File: config.mk
export PLATFORM = sky130hd
export DESIGN_NAME = nand_cmd_engine
export DESIGN_NICKNAME = d
export VERILOG_FILES = /design/src/rtl/nand_seq_pkg.sv /design/src/rtl/nand_seq_regs.sv /design/src/rtl/nand_seq_strobe.sv /design/src/rtl/nand_seq_fsm.sv /design/src/rtl/nand_cmd_engine.sv
export SDC_FILE = /design/constraint.sdc
export NUM_CORES = 1
export LEC_CHECK = 0
export BUFFER_PORTS_ARGS = -buffer_cell sky130_fd_sc_hd__buf_2
export CAP_MARGIN = 20
export CELL_PAD_IN_SITES_DETAIL_PLACEMENT = 0
export CELL_PAD_IN_SITES_GLOBAL_PLACEMENT = 1
export CORE_ASPECT_RATIO = 2
export CORE_MARGIN = 8
export CORE_UTILIZATION = 40
export CTS_BUF_LIST = sky130_fd_sc_hd__clkbuf_8 sky130_fd_sc_hd__clkbuf_16
export DETAILED_ROUTE_END_ITERATION = 16
export GPL_ROUTABILITY_DRIVEN = 1
export PLACE_DENSITY = 0.78
export SKIP_LAST_GASP = 1
export SYNTH_ARGS = -nofsm -noshare
export SYNTH_HDL_FRONTEND = slang
export SYNTH_SLANG_ARGS = --single-unit
File: constraint.sdc
create_clock -name clk -period 2.65 [get_ports clk]
set_clock_uncertainty 0.1 [all_clocks]
set_input_delay 0.3975 -clock clk [delete_from_list [all_inputs] [get_ports clk]]
set_output_delay 0.3975 -clock clk [all_outputs]
set_load 0.03 [all_outputs]
File: src/rtl/nand_seq_pkg.sv
package nand_seq_pkg;

   // control word fields
   localparam int CB_GO    = 31;
   localparam int CB_CLE   = 30;
   localparam int CB_ALE   = 29;
   localparam int CB_PIO   = 28;
   localparam int CB_TX    = 27;
   localparam int CB_RX    = 26;
   localparam int CB_SEC   = 25;
   localparam int CB_LATE  = 24;
   localparam int CB_CE0   = 8;
   localparam int CB_NB_LO = 20;
   localparam int NB_W     = 2;
   localparam int NA_W     = 3;

   // register indices
   localparam logic [2:0] RA_CTRL  = 3'd0;
   localparam logic [2:0] RA_OP1   = 3'd1;
   localparam logic [2:0] RA_OP2   = 3'd2;
   localparam logic [2:0] RA_ALO   = 3'd3;
   localparam logic [2:0] RA_AHI   = 3'd4;
   localparam logic [2:0] RA_DATA  = 3'd5;
   localparam logic [2:0] RA_STAT  = 3'd6;
   localparam logic [2:0] RA_LIMIT = 3'd7;

   typedef enum logic [2:0] {
      ST_IDLE, ST_CMD1, ST_ADDR, ST_CMD2, ST_DATA, ST_WLO, ST_WHI, ST_DONE
   } seq_state_e;

   typedef struct packed {
      logic            cle;
      logic            ale;
      logic            dat;
      logic            rx;
      logic            sec;
      logic            late;
      logic            ce0;
      logic [NA_W-1:0] naddr;
      logic [NB_W-1:0] nbyte;
   } seq_cmd_t;

   function automatic seq_cmd_t decode_ctrl(input logic [31:0] w);
      seq_cmd_t c;
      c.cle   = w[CB_CLE];
      c.ale   = w[CB_ALE];
      c.dat   = w[CB_PIO] & (w[CB_TX] | w[CB_RX]);
      c.rx    = w[CB_RX];
      c.sec   = w[CB_SEC];
      c.late  = w[CB_LATE];
      c.ce0   = w[CB_CE0];
      c.naddr = w[NA_W-1:0];
      c.nbyte = w[CB_NB_LO +: NB_W];
      return c;
   endfunction

   // first enabled phase strictly after position 'from'
   // 0 start, 1 cmd1, 2 addr, 3 early cmd2, 4 data, 5 late cmd2
   function automatic seq_state_e next_phase(input logic [2:0] from, input seq_cmd_t c);
      if (from < 3'd1 && c.cle)              return ST_CMD1;
      if (from < 3'd2 && c.ale)              return ST_ADDR;
      if (from < 3'd3 && c.sec && !c.late)   return ST_CMD2;
      if (from < 3'd4 && c.dat)              return ST_DATA;
      if (from < 3'd5 && c.sec && c.late)    return ST_CMD2;
      return ST_DONE;
   endfunction

endpackage

File: src/rtl/nand_seq_regs.sv
module nand_seq_regs
   import nand_seq_pkg::*;
#(
   parameter int LIMIT_W   = 16,
   parameter int LIMIT_RST = 500
) (
   input  logic               clk,
   input  logic               rst_n,
   input  logic               wr,
   input  logic [2:0]         addr,
   input  logic [31:0]        wdata,
   output logic [31:0]        rdata,
   input  logic               busy,
   input  logic               tmo,
   input  logic               rx_we,
   input  logic [NB_W-1:0]    rx_idx,
   input  logic [7:0]         rx_byte,
   output logic               start,
   output seq_cmd_t           cmd,
   output logic [7:0]         op1,
   output logic [7:0]         op2,
   output logic [63:0]        addr_img,
   output logic [31:0]        data,
   output logic [LIMIT_W-1:0] limit
);

   localparam logic [LIMIT_W-1:0] LIMIT_INIT = LIMIT_W'(LIMIT_RST);

   logic [31:0] ctrl_q, alo_q, ahi_q, data_q;
   logic [7:0]  op1_q, op2_q;
   logic [LIMIT_W-1:0] limit_q;
   logic        wr_ok;

   assign wr_ok = wr && !busy;
   assign start = wr_ok && (addr == RA_CTRL) && wdata[CB_GO];
   assign cmd   = decode_ctrl(wdata);

   always_ff @(posedge clk or negedge rst_n) begin
      if (!rst_n) begin
         ctrl_q  <= '0;
         op1_q   <= '0;
         op2_q   <= '0;
         alo_q   <= '0;
         ahi_q   <= '0;
         data_q  <= '0;
         limit_q <= LIMIT_INIT;
      end else if (wr_ok) begin
         case (addr)
            RA_CTRL:  ctrl_q  <= wdata;
            RA_OP1:   op1_q   <= wdata[7:0];
            RA_OP2:   op2_q   <= wdata[7:0];
            RA_ALO:   alo_q   <= wdata;
            RA_AHI:   ahi_q   <= wdata;
            RA_DATA:  data_q  <= wdata;
            RA_LIMIT: limit_q <= wdata[LIMIT_W-1:0];
            default:  ;
         endcase
      end else if (rx_we) begin
         data_q[{rx_idx, 3'b000} +: 8] <= rx_byte;
      end
   end

   always_comb begin
      case (addr)
         RA_CTRL:  rdata = {busy, ctrl_q[30:0]};
         RA_OP1:   rdata = {24'd0, op1_q};
         RA_OP2:   rdata = {24'd0, op2_q};
         RA_ALO:   rdata = alo_q;
         RA_AHI:   rdata = ahi_q;
         RA_DATA:  rdata = data_q;
         RA_STAT:  rdata = {busy, 30'd0, tmo};
         default:  rdata = 32'(limit_q);
      endcase
   end

   assign op1      = op1_q;
   assign op2      = op2_q;
   assign addr_img = {ahi_q, alo_q};
   assign data     = data_q;
   assign limit    = limit_q;


   wr_block_chk: assert property (@(posedge clk) disable iff (!rst_n)
      (busy && wr) |=> ($stable(op1_q) && $stable(op2_q) && $stable(alo_q)
                        && $stable(ahi_q) && $stable(limit_q)));

endmodule

File: src/rtl/nand_seq_strobe.sv
module nand_seq_strobe #(
   parameter int T_LOW  = 2,
   parameter int T_HIGH = 2
) (
   input  logic clk,
   input  logic rst_n,
   input  logic start,
   input  logic rd,
   output logic busy,
   output logic sample,
   output logic done,
   output logic we_n,
   output logic re_n
);

   localparam int CNT_MAX = (T_LOW > T_HIGH) ? T_LOW : T_HIGH;
   localparam int CNT_W   = $clog2(CNT_MAX + 1);
   localparam logic [CNT_W-1:0] LOW_END  = CNT_W'(T_LOW - 1);
   localparam logic [CNT_W-1:0] HIGH_END = CNT_W'(T_HIGH - 1);

   generate
      if (T_LOW < 1) begin : g_bad_low
         $error("strobe low time must be at least one cycle");
      end
      if (T_HIGH < 1) begin : g_bad_high
         $error("strobe high time must be at least one cycle");
      end
   endgenerate

   logic             act_q, low_q, rd_q;
   logic [CNT_W-1:0] cnt_q;

   always_ff @(posedge clk or negedge rst_n) begin
      if (!rst_n) begin
         act_q <= 1'b0;
         low_q <= 1'b0;
         rd_q  <= 1'b0;
         cnt_q <= '0;
      end else if (!act_q) begin
         if (start) begin
            act_q <= 1'b1;
            low_q <= 1'b1;
            rd_q  <= rd;
            cnt_q <= '0;
         end
      end else if (low_q) begin
         if (cnt_q == LOW_END) begin
            low_q <= 1'b0;
            cnt_q <= '0;
         end else begin
            cnt_q <= cnt_q + 1'b1;
         end
      end else begin
         if (cnt_q == HIGH_END) begin
            act_q <= 1'b0;
            cnt_q <= '0;
         end else begin
            cnt_q <= cnt_q + 1'b1;
         end
      end
   end

   assign busy   = act_q;
   assign sample = act_q && low_q && (cnt_q == LOW_END);
   assign done   = act_q && !low_q && (cnt_q == HIGH_END);
   assign we_n   = !(act_q && low_q && !rd_q);
   assign re_n   = !(act_q && low_q && rd_q);


   strobe_excl_chk: assert property (@(posedge clk) disable iff (!rst_n)
      (we_n || re_n));

endmodule

File: src/rtl/nand_seq_fsm.sv
module nand_seq_fsm
   import nand_seq_pkg::*;
#(
   parameter int LIMIT_W = 16
) (
   input  logic               clk,
   input  logic               rst_n,
   input  logic               start,
   input  seq_cmd_t           cmd,
   input  logic [7:0]         op1,
   input  logic [7:0]         op2,
   input  logic [63:0]        addr_img,
   input  logic [31:0]        data,
   input  logic [LIMIT_W-1:0] limit,
   input  logic               rb_s,
   input  logic               stb_busy,
   input  logic               stb_sample,
   input  logic               stb_done,
   output logic               stb_start,
   output logic               stb_rd,
   output logic               go,
   output logic               tmo,
   output logic               cle,
   output logic               ale,
   output logic               ce_n,
   output logic [7:0]         io_out,
   output logic               io_oe,
   output logic               rx_we,
   output logic [NB_W-1:0]    rx_idx
);

   seq_state_e         st_q;
   seq_cmd_t           c_q;
   logic [NA_W-1:0]    byte_q;
   logic [LIMIT_W-1:0] wcnt_q;
   logic               go_q, tmo_q;
   logic               in_phase;

   always_ff @(posedge clk or negedge rst_n) begin
      if (!rst_n) begin
         st_q   <= ST_IDLE;
         c_q    <= '0;
         byte_q <= '0;
         wcnt_q <= '0;
         go_q   <= 1'b0;
         tmo_q  <= 1'b0;
      end else begin
         case (st_q)
            ST_IDLE: if (start) begin
               c_q    <= cmd;
               go_q   <= 1'b1;
               tmo_q  <= 1'b0;
               byte_q <= '0;
               st_q   <= next_phase(3'd0, cmd);
            end
            ST_CMD1: if (stb_done) st_q <= next_phase(3'd1, c_q);
            ST_ADDR: if (stb_done) begin
               if (byte_q == c_q.naddr) begin
                  byte_q <= '0;
                  st_q   <= next_phase(3'd2, c_q);
               end else begin
                  byte_q <= byte_q + 1'b1;
               end
            end
            ST_DATA: if (stb_done) begin
               if (byte_q[NB_W-1:0] == c_q.nbyte) begin
                  byte_q <= '0;
                  st_q   <= next_phase(3'd4, c_q);
               end else begin
                  byte_q <= byte_q + 1'b1;
               end
            end
            ST_CMD2: if (stb_done) begin
               wcnt_q <= '0;
               st_q   <= ST_WLO;
            end
            ST_WLO: begin
               if (!rb_s) begin
                  st_q   <= ST_WHI;
                  wcnt_q <= wcnt_q + 1'b1;
               end else if (wcnt_q == limit) begin
                  tmo_q <= 1'b1;
                  st_q  <= ST_DONE;
               end else begin
                  wcnt_q <= wcnt_q + 1'b1;
               end
            end
            ST_WHI: begin
               if (rb_s) begin
                  st_q <= next_phase(c_q.late ? 3'd5 : 3'd3, c_q);
               end else if (wcnt_q >= limit) begin
                  tmo_q <= 1'b1;
                  st_q  <= ST_DONE;
               end else begin
                  wcnt_q <= wcnt_q + 1'b1;
               end
            end
            default: begin
               go_q <= 1'b0;
               st_q <= ST_IDLE;
            end
         endcase
      end
   end

   assign in_phase  = (st_q == ST_CMD1) || (st_q == ST_ADDR) ||
                      (st_q == ST_DATA) || (st_q == ST_CMD2);
   assign stb_start = in_phase && !stb_busy;
   assign stb_rd    = (st_q == ST_DATA) && c_q.rx;

   always_comb begin
      case (st_q)
         ST_CMD1: io_out = op1;
         ST_CMD2: io_out = op2;
         ST_ADDR: io_out = addr_img[{byte_q, 3'b000} +: 8];
         ST_DATA: io_out = data[{byte_q[NB_W-1:0], 3'b000} +: 8];
         default: io_out = 8'h00;
      endcase
   end

   assign cle    = (st_q == ST_CMD1) || (st_q == ST_CMD2);
   assign ale    = (st_q == ST_ADDR);
   assign io_oe  = in_phase && !stb_rd;
   assign ce_n   = !(go_q && c_q.ce0);
   assign go     = go_q;
   assign tmo    = tmo_q;
   assign rx_we  = stb_sample && stb_rd;
   assign rx_idx = byte_q[NB_W-1:0];


   go_set_chk: assert property (@(posedge clk) disable iff (!rst_n)
      start |=> go_q);


   tmo_end_chk: assert property (@(posedge clk) disable iff (!rst_n)
      $rose(tmo_q) |=> !go_q);


   phase_excl_chk: assert property (@(posedge clk) disable iff (!rst_n)
      $onehot0({cle, ale, stb_rd}));

endmodule

File: src/rtl/nand_cmd_engine.sv
module nand_cmd_engine
   import nand_seq_pkg::*;
#(
   parameter int T_LOW       = 2,
   parameter int T_HIGH      = 2,
   parameter int SYNC_STAGES = 2,
   parameter int LIMIT_W     = 16,
   parameter int LIMIT_RST   = 500
) (
   input  logic        clk,
   input  logic        rst_n,
   input  logic        reg_wr,
   input  logic [2:0]  reg_addr,
   input  logic [31:0] reg_wdata,
   output logic [31:0] reg_rdata,
   output logic        nand_ce_n,
   output logic        nand_cle,
   output logic        nand_ale,
   output logic        nand_we_n,
   output logic        nand_re_n,
   output logic [7:0]  nand_io_out,
   output logic        nand_io_oe,
   input  logic [7:0]  nand_io_in,
   input  logic        nand_rb_n
);

   generate
      if (SYNC_STAGES < 1) begin : g_bad_sync
         $error("ready/busy synchronizer needs at least one stage");
      end
      if (LIMIT_W < 2 || LIMIT_W > 32) begin : g_bad_lim
         $error("wait limit width must be 2..32");
      end
   endgenerate

   logic               rb_s;
   logic               start, go, tmo;
   seq_cmd_t           cmd;
   logic [7:0]         op1, op2;
   logic [63:0]        addr_img;
   logic [31:0]        data;
   logic [LIMIT_W-1:0] limit;
   logic               rx_we;
   logic [NB_W-1:0]    rx_idx;
   logic               stb_start, stb_rd, stb_busy, stb_sample, stb_done;

   generate
      if (SYNC_STAGES == 1) begin : g_sync1
         logic q;
         always_ff @(posedge clk or negedge rst_n) begin
            if (!rst_n) q <= 1'b1;
            else        q <= nand_rb_n;
         end
         assign rb_s = q;
      end else begin : g_syncn
         logic [SYNC_STAGES-1:0] q;
         always_ff @(posedge clk or negedge rst_n) begin
            if (!rst_n) q <= '1;
            else        q <= {q[SYNC_STAGES-2:0], nand_rb_n};
         end
         assign rb_s = q[SYNC_STAGES-1];
      end
   endgenerate

   nand_seq_regs #(
      .LIMIT_W   (LIMIT_W),
      .LIMIT_RST (LIMIT_RST)
   ) u_regs (
      .clk      (clk),
      .rst_n    (rst_n),
      .wr       (reg_wr),
      .addr     (reg_addr),
      .wdata    (reg_wdata),
      .rdata    (reg_rdata),
      .busy     (go),
      .tmo      (tmo),
      .rx_we    (rx_we),
      .rx_idx   (rx_idx),
      .rx_byte  (nand_io_in),
      .start    (start),
      .cmd      (cmd),
      .op1      (op1),
      .op2      (op2),
      .addr_img (addr_img),
      .data     (data),
      .limit    (limit)
   );

   nand_seq_fsm #(
      .LIMIT_W (LIMIT_W)
   ) u_fsm (
      .clk        (clk),
      .rst_n      (rst_n),
      .start      (start),
      .cmd        (cmd),
      .op1        (op1),
      .op2        (op2),
      .addr_img   (addr_img),
      .data       (data),
      .limit      (limit),
      .rb_s       (rb_s),
      .stb_busy   (stb_busy),
      .stb_sample (stb_sample),
      .stb_done   (stb_done),
      .stb_start  (stb_start),
      .stb_rd     (stb_rd),
      .go         (go),
      .tmo        (tmo),
      .cle        (nand_cle),
      .ale        (nand_ale),
      .ce_n       (nand_ce_n),
      .io_out     (nand_io_out),
      .io_oe      (nand_io_oe),
      .rx_we      (rx_we),
      .rx_idx     (rx_idx)
   );

   nand_seq_strobe #(
      .T_LOW  (T_LOW),
      .T_HIGH (T_HIGH)
   ) u_strobe (
      .clk    (clk),
      .rst_n  (rst_n),
      .start  (stb_start),
      .rd     (stb_rd),
      .busy   (stb_busy),
      .sample (stb_sample),
      .done   (stb_done),
      .we_n   (nand_we_n),
      .re_n   (nand_re_n)
   );


   bus_hold_chk: assert property (@(posedge clk) disable iff (!rst_n)
      (!nand_we_n || !nand_re_n) |->
         ($stable(nand_cle) && $stable(nand_ale) && $stable(nand_io_out)));


   ce_seq_chk: assert property (@(posedge clk) disable iff (!rst_n)
      !nand_ce_n |-> go);

endmodule

Word level (Yosys, flattened, before mapping)
Cells that the tools add are included.
{ "totals": {"out_inout_bits": 46, "elab_cells": 310, "inputBits": 47, "regBits": 202} }
{ "classes": {"shifts": 4, "n_eq_ne": 33, "bitwise": 4, "n_lt_le_gt_ge": 6, "add_sub_neg": 4, "n_reduce_logical": 61, "mux": 172} }
{ "ops": {"columns": ["op", "count"], "rows": [
  ["$pmux W32 S7", 1],
  ["$mux W3", 57],
  ["$mux W1", 96],
  ["$mux W32", 3],
  ["$mux W16", 5],
  ["$shiftx A64 B7 Y8", 1],
  ["$pmux W16 S3", 1],
  ["$bwmux W32", 1],
  ["$pmux W8 S4", 1],
  ["$shift A8 B7 Y32 const A", 1],
  ["$shiftx A32 B6 Y8", 1],
  ["$shiftx A8 B7 Y32", 1],
  ["$logic_and A1 B1 Y1", 25],
  ["$eq A3 B3 Y1 const B", 7],
  ["$pmux W3 S7", 1],
  ["$reduce_and A2 Y1", 10],
  ["$add A16 B1 Y16 const B", 1],
  ["$eq A16 B16 Y1", 1],
  ["$ge A16 B16 Y1", 1],
  ["$ne A2 B2 Y1 const B", 8],
  ["$eq A3 B2 Y1 const B", 4],
  ["$logic_not A1 Y1", 10],
  ["$ne A2 B1 Y1 const B", 5],
  ["$pmux W3 S3", 1],
  ["other kinds (27)", 41]
]} }

Logic depth before layout (Yosys ltp)
Gate-level depths: netlist (run 1).
{ "depth": {"word_depth": 31, "mapped_depth": 12, "ltp_nobuf": 9} }

By module
A second synthesis (run 1) with hierarchy kept.
{ "unflattened": {"hier_cells": 1040, "hier_area_um2": 11626.2} }
{ "by_module_without_submodules": {"columns": ["mod", "instances", "area_per_inst_um2", "cells_per_inst"], "rows": [
  ["nand_seq_regs", 1, 7967.6, 655],
  ["nand_seq_fsm", 1, 3373.2, 363],
  ["nand_seq_strobe", 1, 232.7, 20],
  ["nand_cmd_engine", 1, 52.6, 2]
]} }

Least setup slack after synthesis (run 1)
Ideal clock, no wire load.
{ "synth_path": {"kind": "register -> output", "from": "reg u_fsm.byte_q[1]", "to": "out nand_io_out[1]", "t_arrival_ns": 2.373, "n_path_buf": 3, "path_stages_with_launch": 7, "t_required_ns": 2.152, "path_slack_ns": -0.221, "cell_sequence": "dfrtp_1 buf_2 clkbuf_1 clkbuf_1 mux4_2 mux2i_1 o21ai_0"} }
{ "synth_between": {"elab_chain_cells": 2} }
{ "synth_rtl": {"columns": ["element", "line_no", "text"], "rows": [
  ["start, declared", "nand_seq_fsm.sv:34", "logic [NA_W-1:0] byte_q;"],
  ["start signal, assigned", "nand_seq_fsm.sv:62", "byte_q <= byte_q + 1'b1;"],
  ["start signal, assigned", "nand_seq_fsm.sv:70", "byte_q <= byte_q + 1'b1;"],
  ["$shiftx A64 B7 Y8 / $shiftx A32 B6 Y8 (equally long branches)", "nand_seq_fsm.sv:115, nand_seq_fsm.sv:116", null],
  ["$pmux W8 S4 (*)", "nand_seq_fsm.sv:112", "case (st_q)"],
  ["end, declared", "nand_cmd_engine.sv:21", "output logic [7:0] nand_io_out,"]
]} }
Every way passes the cells marked *; elsewhere a longest branch is shown, timed or not.

Worst setup path in the final report (run 1)
{ "layout_path": {"from": "reg u_fsm.byte_q[0]", "to": "out nand_io_out[6]"} }
The elaborated chain is that of the path after synthesis.

==> results.tsv, run 1 <==
stage	metric	value	unit
synth	yosysWarnings	0	
outcome	outcome	finished, violations left	
clock_network	numCtsBuffers	19	
floorplan	die_y	251.4	um
layout	drive_gt1_share	37.41	%
power	clockPowerShare	23.2	%
worst_setup_path	end_kind	output port	
synth	synth_compound_area_share	15.69	%
detailed_routing	drt-total-wl	41220	um
layout	multi_input_comb_area	0.005919	mm2
clock_network	clock_sinks	201	
floorplan	die_x	133.7	um
sta	fin_crit	2.861	ns
floorplan	rows	86	
synth	synth_cells	1057	
worst_setup_path	critical_path_class	reg -> out	
power	netSwitchingFraction	37.62	%
job	cap_violations	0	
power	total_power	11.47	mW
placement	portBuffers	92	
clock_network	cts_buffer_depth	3	
layout	seq_area	0.005042	mm2
worst_setup_path	critical_path.max_stage_delay	0.55	ns
synth	synthMuxAreaShare	21.93	%
sta	period_share	108.0	%
power	p_per_area	836.6	mW/mm2
synth	synth_fa_ha_area_share	2.371	%
worst_setup_path	critPathRequiredTime	2.15	ns
layout	stdcell_area	0.01371	mm2
layout	layout_commonest_cell	dfrtp_1	
placement	dp_hpwl	30140	um
synth	netlist_area	0.01108	mm2
power	seqPwrFrac	39.5	%
sta	hold_viol_final	0	
clock_network	cts.htree.levels	1	
detailed_routing	vias_per_cell	5.957	
grt	grt_pass1_vias	9848	
grt	antenna_found_initial	0	
synth	synth_ff_type	dfrtp_1	
sta	worst_slew_pin_slew	0.5826	ns
synth	syn-num-nets	1125	
worst_setup_path	path_max_fanout	8	
grt	grt_max_degree	56	
outcome	violations	negative setup slack	
layout	syn_to_final_growth	23.76	%
worst_setup_path	crit_buf_inv	2	
synth	synth_top_family_by_area	multiplexers	
grt	grt_pass1_wl	62080	um
sta	rsz0062_at_grt	yes	
clock_network	insertion_delay	0.51	ns
clock_network	clock-root-buffer	clkbuf_16	
sta	max_freq	0.3495	GHz
floorplan	io_pins	93	
power	switchingPower	4.317	mW
sta	final.setup.tns	-1.593	ns
layout	diodes	0	
clock_network	cts_tree	yes	
detailed_routing	wl_per_cell	26.23	um
synth	syn_avg_cell_area	10.48	um2
synth	yosysSeqAreaShare	45.48	%
detailed_routing	dr_total_vias	9359	
sta	setup_viol	21	
worst_hold_path	hp-class	in -> reg	
worst_setup_path	worstPathArrival	2.36	ns
detailed_routing	ant_nets	0	
sta	relSlewSlack	61.16	%
detailed_routing	dr.pass1.iters	5	
floorplan	coreArea	0.02744	mm2
power	internal_power	7.157	mW
detailed_routing	drt_iter0_markers	726	
synth	synth-async-reset-ratio	100.0	%
sta	worst_slack	-0.2109	ns
floorplan	start_util	40.39	%
layout	fill_cells	2543	
worst_setup_path	crit_family	multiplexers	
synth	ys_types	60	
synth	synth_edf_count	0	
synth	ys_ff_latch	201	
power	peakVddDrop	352.0	uV
worst_setup_path	critPathSlowestCell	mux4_2	
placement	globalplace.congestion	0.9028	
worst_setup_path	critical_path.cell_chain	buf_12 -> mux4_2 -> a22oi_2 -> nor2_1 -> a21oi_1 -> o21ai_1 -> buf_4	
synth	synthSimpleGateAreaFrac	10.25	%
power	combPwrFrac	37.3	%
synth	synth-xor-area-share	0.5532	%
placement	pre_cts_slack	-0.1555	ns
floorplan	dieArea	0.03361	mm2
grt	gr-total-overflow	0	
power	p_leak	5.981	nW
layout	mostFrequentLayoutCells	dfrtp_1, mux2_2, nand2_1	
layout	fin_nets	1277	
placement	dpl-instance-area	0.01256	mm2
clock_network	clk_pin_slew	0.06	ns
sta	holdWs	0.07357	ns
worst_setup_path	worst_setup_path_start_kind	register	
sta	maxSlewViolCount	0	
detailed_routing	drc	0	
grt	grt_usage	24.77	%
==> repair_timing <==
item / 4_1_cts / 5_1_grt
pin swaps: 14 / 21
gates cloned: 4 / 1
hold buffers: 2 / 0
resized for setup: 32 / 47
setup endpoints to repair: 24 / 28
hold endpoints to repair: 49 / 0
buffers inserted: 13 / 6
==> power by group through the flow <==
stage / clock network, mW / registers [mW] / logic, mW
floorplan: 0 / 4.15 / 2.57
global placement: 0 / 4.51 / 3.71
detailed placement: 0 / 4.54 / 3.78
CTS: 2.70 / 4.49 / 3.93
global route: 2.80 / 4.58 / 4.63
finish: 2.66 / 4.53 / 4.28
==> final timing paths <==
path                                              from  cells after the start  slack [ns]                       endpoint
setup / recovery           u_fsm.byte_q[0]$_DFFE_PN0P_                      7       -0.21                 nand_io_out[6]
hold / removal                           reg_wdata[17]                      2        0.07  u_regs.ctrl_q[17]$_DFFE_PN0P_
max in group asynchronous                        rst_n                      3        1.39    u_regs.limit[8]$_DFFE_PN1P_
setup reg to reg           u_fsm.wcnt_q[1]$_DFFE_PN0P_                      9       -0.14    u_fsm.wcnt_q[3]$_DFFE_PN0P_
hold reg to reg                 g_syncn.q[0]$_DFF_PN1_                      0        0.26         g_syncn.q[1]$_DFF_PN1_
min in group asynchronous                        rst_n                      2        0.33       u_fsm.c_q[6]$_DFFE_PN0P_
==> synthesized netlist by cell type (3+ instances only) <==
master / instances / area share, %
clkbuf_1: 58 / 2.0
o31ai_2: 4 / 0.45
buf_1: 12 / 0.41
nand3_1: 14 / 0.63
inv_1: 26 / 0.88
a22oi_1: 46 / 3.1
nand4_1: 7 / 0.40
buf_2: 6 / 0.27
o21ai_1: 31 / 1.4
and2_1: 4 / 0.23
dfrtp_1: 193 / 44
mux4_2: 26 / 5.3
nor3_1: 10 / 0.45
o22ai_1: 4 / 0.23
nand2b_1: 10 / 0.56
nor2b_1: 8 / 0.45
mux2_2: 129 / 13
o21ai_0: 89 / 4.0
a221oi_1: 12 / 0.95
o211ai_1: 5 / 0.34
a21oi_1: 62 / 2.8
nor2_1: 62 / 2.1
and4_1: 5 / 0.40
mux2i_1: 38 / 3.4
a31oi_1: 5 / 0.28
ha_1: 21 / 2.4
dfstp_2: 8 / 1.9
nand2_1: 104 / 3.5
and3_1: 7 / 0.40
xnor2_1: 4 / 0.32
o31ai_1: 5 / 0.34
xor2_1: 3 / 0.24
nand3b_1: 3 / 0.20
==> cell families (layout without fill, tap and decap cells) <==
family                     Yosys count  after routing
AOI/OAI and AO/OA                  284            284
DFF                                201            201
muxes                              194            194
and+or+nand+nor                    246            247
buffers and inverters              104            265
xor gates and xnor gates             7              7
adders and majority gates           21             21
==> sequential cells by signal, indices dropped and copies added (netlist names) <==
signal and count:
u_fsm.wcnt_q 16, u_regs.alo_q 32, u_regs.limit 16, g_syncn.q 2, u_strobe.rd_q 1, u_regs.ctrl_q 31
u_regs.op1 8, u_regs.ahi_q 32, u_fsm.byte_q 3, u_regs.data 32, u_strobe.cnt_q 2, u_fsm.c_q 11
u_strobe.busy 1, u_fsm.go 1, u_fsm.st_q 3, u_fsm.tmo 1, u_strobe.low_q 1, u_regs.op2 8
==> metrics by stage <==
stage               utilization, %  std cells
detailed placement           45.76       1516
finish                       49.98       1571
global placement             45.76       1516
global route                 49.98       1571
CTS                          49.12       1565
floorplan                        -       1057
==> per-layer routing <==
layer | track usage (%) | up-vias | wire, um
met3 | 2.979 | 148 | 2040
met5 | 0 | - | 0
met1 | 25.58 | 4649 | 13690
met2 | 43.13 | 397 | 21450
li1 | - | 4165 | -
met4 | 22.17 | 0 | 4033
==> final cells by class <==
class                           count  area share [%]
Clock inverter                      6          0.1642
Sequential cell                   201           36.77
Clock buffer                       25           4.069
Multi-Input combinational cell    753           43.16
Tap cell                          352           3.211
Inverter                           26          0.7116
Timing Repair Buffer              208           11.91
Power figures use the tool's default switching activity.
==> run 2: changes to the inputs <==
Settings changed: GPL_TIMING_DRIVEN set to 0, PLACE_DENSITY 0.78 to 0.77, SYNTH_HIERARCHICAL set to 1.
==> run 2 against run 1 <==
The run still ends with negative setup slack left. Sequential cell count did not move. Fmax rose by 4.2%. Synthesized area rose by 4.9%. Final cell count fell by 0.70%. Core utilization fell by 0.54 points. Global-route usage rose by 0.27 points. Critical endpoint is now nand_io_out[5]. Highest routed layer unchanged.
==> results.tsv, run 2 <==
stage	metric	value	unit	change
floorplan	die_y	257.1	um	+2.3%
synth	netlist_area	0.01163	mm2	+4.9%
detailed_routing	drc	0		unchanged
clock_network	numCtsBuffers	21		+2
synth	syn-num-nets	1110		-1.3%
floorplan	start_util	40.46	%	+0.069 points
outcome	outcome	finished, violations left		
job	cap_violations	0		unchanged
detailed_routing	wl_met2	23420	um	+9.2%
detailed_routing	dr_total_vias	9490		+1.4%
placement	portBuffers	91		-1.1%
detailed_routing	dr.pass1.iters	8		+3
synth	ys_ff_latch	201		unchanged
synth	synth-async-reset-ratio	100.0	%	unchanged
worst_hold_path	hp-class	in -> reg		
layout	drive_gt1_share	37.00	%	-0.41 points
worst_setup_path	crit_path_frequent_cell	buf_12		
synth	synth.largest_area_cell	dfrtp_1		
synth	synth_edf_count	0		unchanged
detailed_routing	met3WireLength	1745	um	-14%
floorplan	dieArea	0.03511	mm2	+4.5%
sta	relSlewSlack	36.71	%	-24 points
outcome	violations	negative setup slack		
sta	final.setup.tns	-0.8004	ns	+0.7926 ns
power	p_per_area	493.1	mW/mm2	-41%
layout	mostFrequentLayoutCells	dfrtp_1, mux2_2, buf_2		
sta	fin_crit	2.745	ns	-0.1162 ns
synth	ys_types	80		+33%
clock_network	cts_tree	yes		
clock_network	cts_buffer_depth	3		unchanged
synth	yosysMostFrequentCell	dfrtp_1		
clock_network	clock_sinks	201		unchanged
detailed_routing	vias_per_cell	6.083		+2.1%
grt	antenna_found_initial	1		+1
floorplan	coreArea	0.02874	mm2	+4.7%
power	p_leak	6.472	nW	+8.2%
clock_network	cts.htree.levels	1		unchanged
detailed_routing	wl_per_cell	28.36	um	+8.1%
placement	dp_hpwl	33720	um	+12%
sta	hold_viol_final	0		unchanged
worst_setup_path	path_max_fanout	5		-3
floorplan	die_x	136.6	um	+2.1%
grt	gr-total-overflow	0		unchanged
detailed_routing	highest_layer	met4		
synth	yosysWarnings	6		+6
grt	grt_pass1_vias	9952		+1.1%
grt	grt_usage	25.04	%	+0.27 points
sta	max_freq	0.3643	GHz	+4.2%
sta	rsz0062_at_grt	yes		
worst_setup_path	critPathRequiredTime	2.15	ns	about the same
worst_setup_path	critical_path.cell_chain	buf_12 -> buf_12 -> mux4_2 -> mux2i_2 -> o221ai_2 -> buf_6		
layout	fill_cells	2629		+3.4%
sta	period_share	103.6	%	-4.4 points
synth	synth_area_leaders	dfrtp_1, mux2_2, mux2_1		
floorplan	rows	88		+2.3%
layout	syn_to_final_growth	22.21	%	
placement	globalplace.congestion	0.9235		+2.3%
synth	synth_cells	1040		-1.6%
synth	synth_commonest_cells	dfrtp_1, mux2_2, nand2_1, nor2_1, mux2_1		
clock_network	clk_pin_slew	0.06	ns	about the same
sta	worst_slack	-0.09468	ns	+0.1162 ns
sta	maxSlewViolCount	0		unchanged
grt	grt_pass1_wl	64140	um	+3.3%
grt	grt_max_degree	118		+110%
synth	synth_top_area_share	41.54	%	-2.0 points
detailed_routing	drt_iter0_markers	669		-7.9%
clock_network	clock-root-buffer	clkbuf_16		
power	peakVddDrop	539.3	uV	+53%
detailed_routing	ant_nets	0		unchanged
synth	synth_ff_type	dfrtp_1		
synth	syn_avg_cell_area	11.18	um2	+6.6%
worst_setup_path	worst_setup_path_start_kind	register		
sta	worst_slew_pin_slew	0.9494	ns	+0.3668 ns
sta	holdWs	0.05134	ns	-0.02222 ns
synth	yosysSeqAreaShare	43.35	%	-2.1 points
detailed_routing	drt-total-wl	44240	um	+7.3%
layout	fin_nets	1256		-1.6%
floorplan	io_pins	93		unchanged
detailed_routing	drt-met1-wl	14500	um	+5.9%
sta	setup_viol	13		-38%
worst_setup_path	end_kind	output port		
worst_setup_path	critical_path_class	reg -> out		
layout	layout_commonest_cell	dfrtp_1		
worst_setup_path	worstPathArrival	2.25	ns	-0.11 ns
layout	diodes	0		unchanged
worst_setup_path	critPathSlowestCell	mux4_2		
clock_network	insertion_delay	0.52	ns	about the same
worst_setup_path	critical_path.max_stage_delay	0.51	ns	-0.04 ns
## run 2: cell count changes after synthesis, sizes merged, moves of 16 or more
cell,before,now
a22oi,46,30
buf,20,54
clkbuf,58,22
mux2,130,154
nand2,104,83
nor2,62,78
o21ai,120,59
## run 2: repair_timing
item	4_1_cts	5_1_grt
setup buffers	14	19
pin swaps	17	30
cloned	1	1
endpoints found under the hold margin	114	0
resized for setup	99	69
hold buffers	2	0
setup endpoints to repair	91	75
## run 2: routing by layer
layer	vias to the layer above	GRT usage [%]
met2	380	45.55
li1	4148	-
met5	-	0
met1	4760	23.83
met3	202	3.240
met4	0	21.48
## run 2: through the flow
stage	power (mW)	util [%]	instance area, um2	cells	setup slack [ns]
floorplan	3.458	-	11630	1040	0.1045
CTS	7.027	47.93	13770	1542	-0.09523
finish	7.006	49.44	14210	1560	-0.09468
global route	7.199	49.44	14210	1560	-0.1344
global placement	3.752	43.61	12530	1491	-2.465
detailed placement	3.765	43.74	12570	1492	-1.064
## run 2: worst paths after layout
check,slack [ns],start,depth (start not counted),to
hold reg to reg,0.26,g_syncn.q[0]$_DFF_PN1_,0,g_syncn.q[1]$_DFF_PN1_
min in group asynchronous,0.45,rst_n,2,u_fsm/byte_q[0]$_DFFE_PN0P_
setup reg to reg,-0.07,u_fsm/wcnt_q[0]$_DFFE_PN0P_,9,u_fsm/wcnt_q[13]$_DFFE_PN0P_
hold / removal,0.05,reg_wdata[23],2,u_regs/alo_q[23]$_DFFE_PN0P_
setup / recovery,-0.09,u_fsm/byte_q[0]$_DFFE_PN0P_,6,nand_io_out[5]
max in group asynchronous,0.95,rst_n,3,u_fsm/wcnt_q[14]$_DFFE_PN0P_
## run 2: cells by family (layout without fill, tap and decap cells)
kind of cell	count (synthesis)	after routing	share of synthesized area, %
AO/OA/AOI/OAI	228	228	13.14
flip-flops	201	201	43.35
XOR/XNOR	7	7	0.5273
buffers and inverters	98	258	4.703
multiplexers	221	221	23.62
adder cells (fa/ha/maj)	23	23	2.475
AND/OR/NAND/NOR	262	262	12.18
## run 2: report_power, final
group / switching [mW] / total, mW / internal [mW] / leakage (nW)
registers: 0.0464 / 3.16 / 3.12 / 2.75
clock network: 1.29 / 3.23 / 1.94 / 0.377
logic: 0.394 / 0.609 / 0.215 / 3.35
## run 2: worst max-delay path, delay by kind of cell, from the launching register on
family / cells / cell delay, ns
mux: 2 / 0.70
compound gates: 1 / 0.16
buf+inv: 3 / 0.48
flops: 1 / 0.40
## run 2: cell type report
class                           instances  area (um2)  area share, %
Clock inverter                         12       157.7          1.110
Inverter                               22       82.58         0.5812
Sequential cell                       201        5045          35.51
Buffer                                 71       571.8          4.024
Tap cell                              360       450.4          3.170
Timing Repair Buffer                  128       885.9          6.235
Multi-Input combinational cell        741        6435          45.29
Clock buffer                           25       580.6          4.086
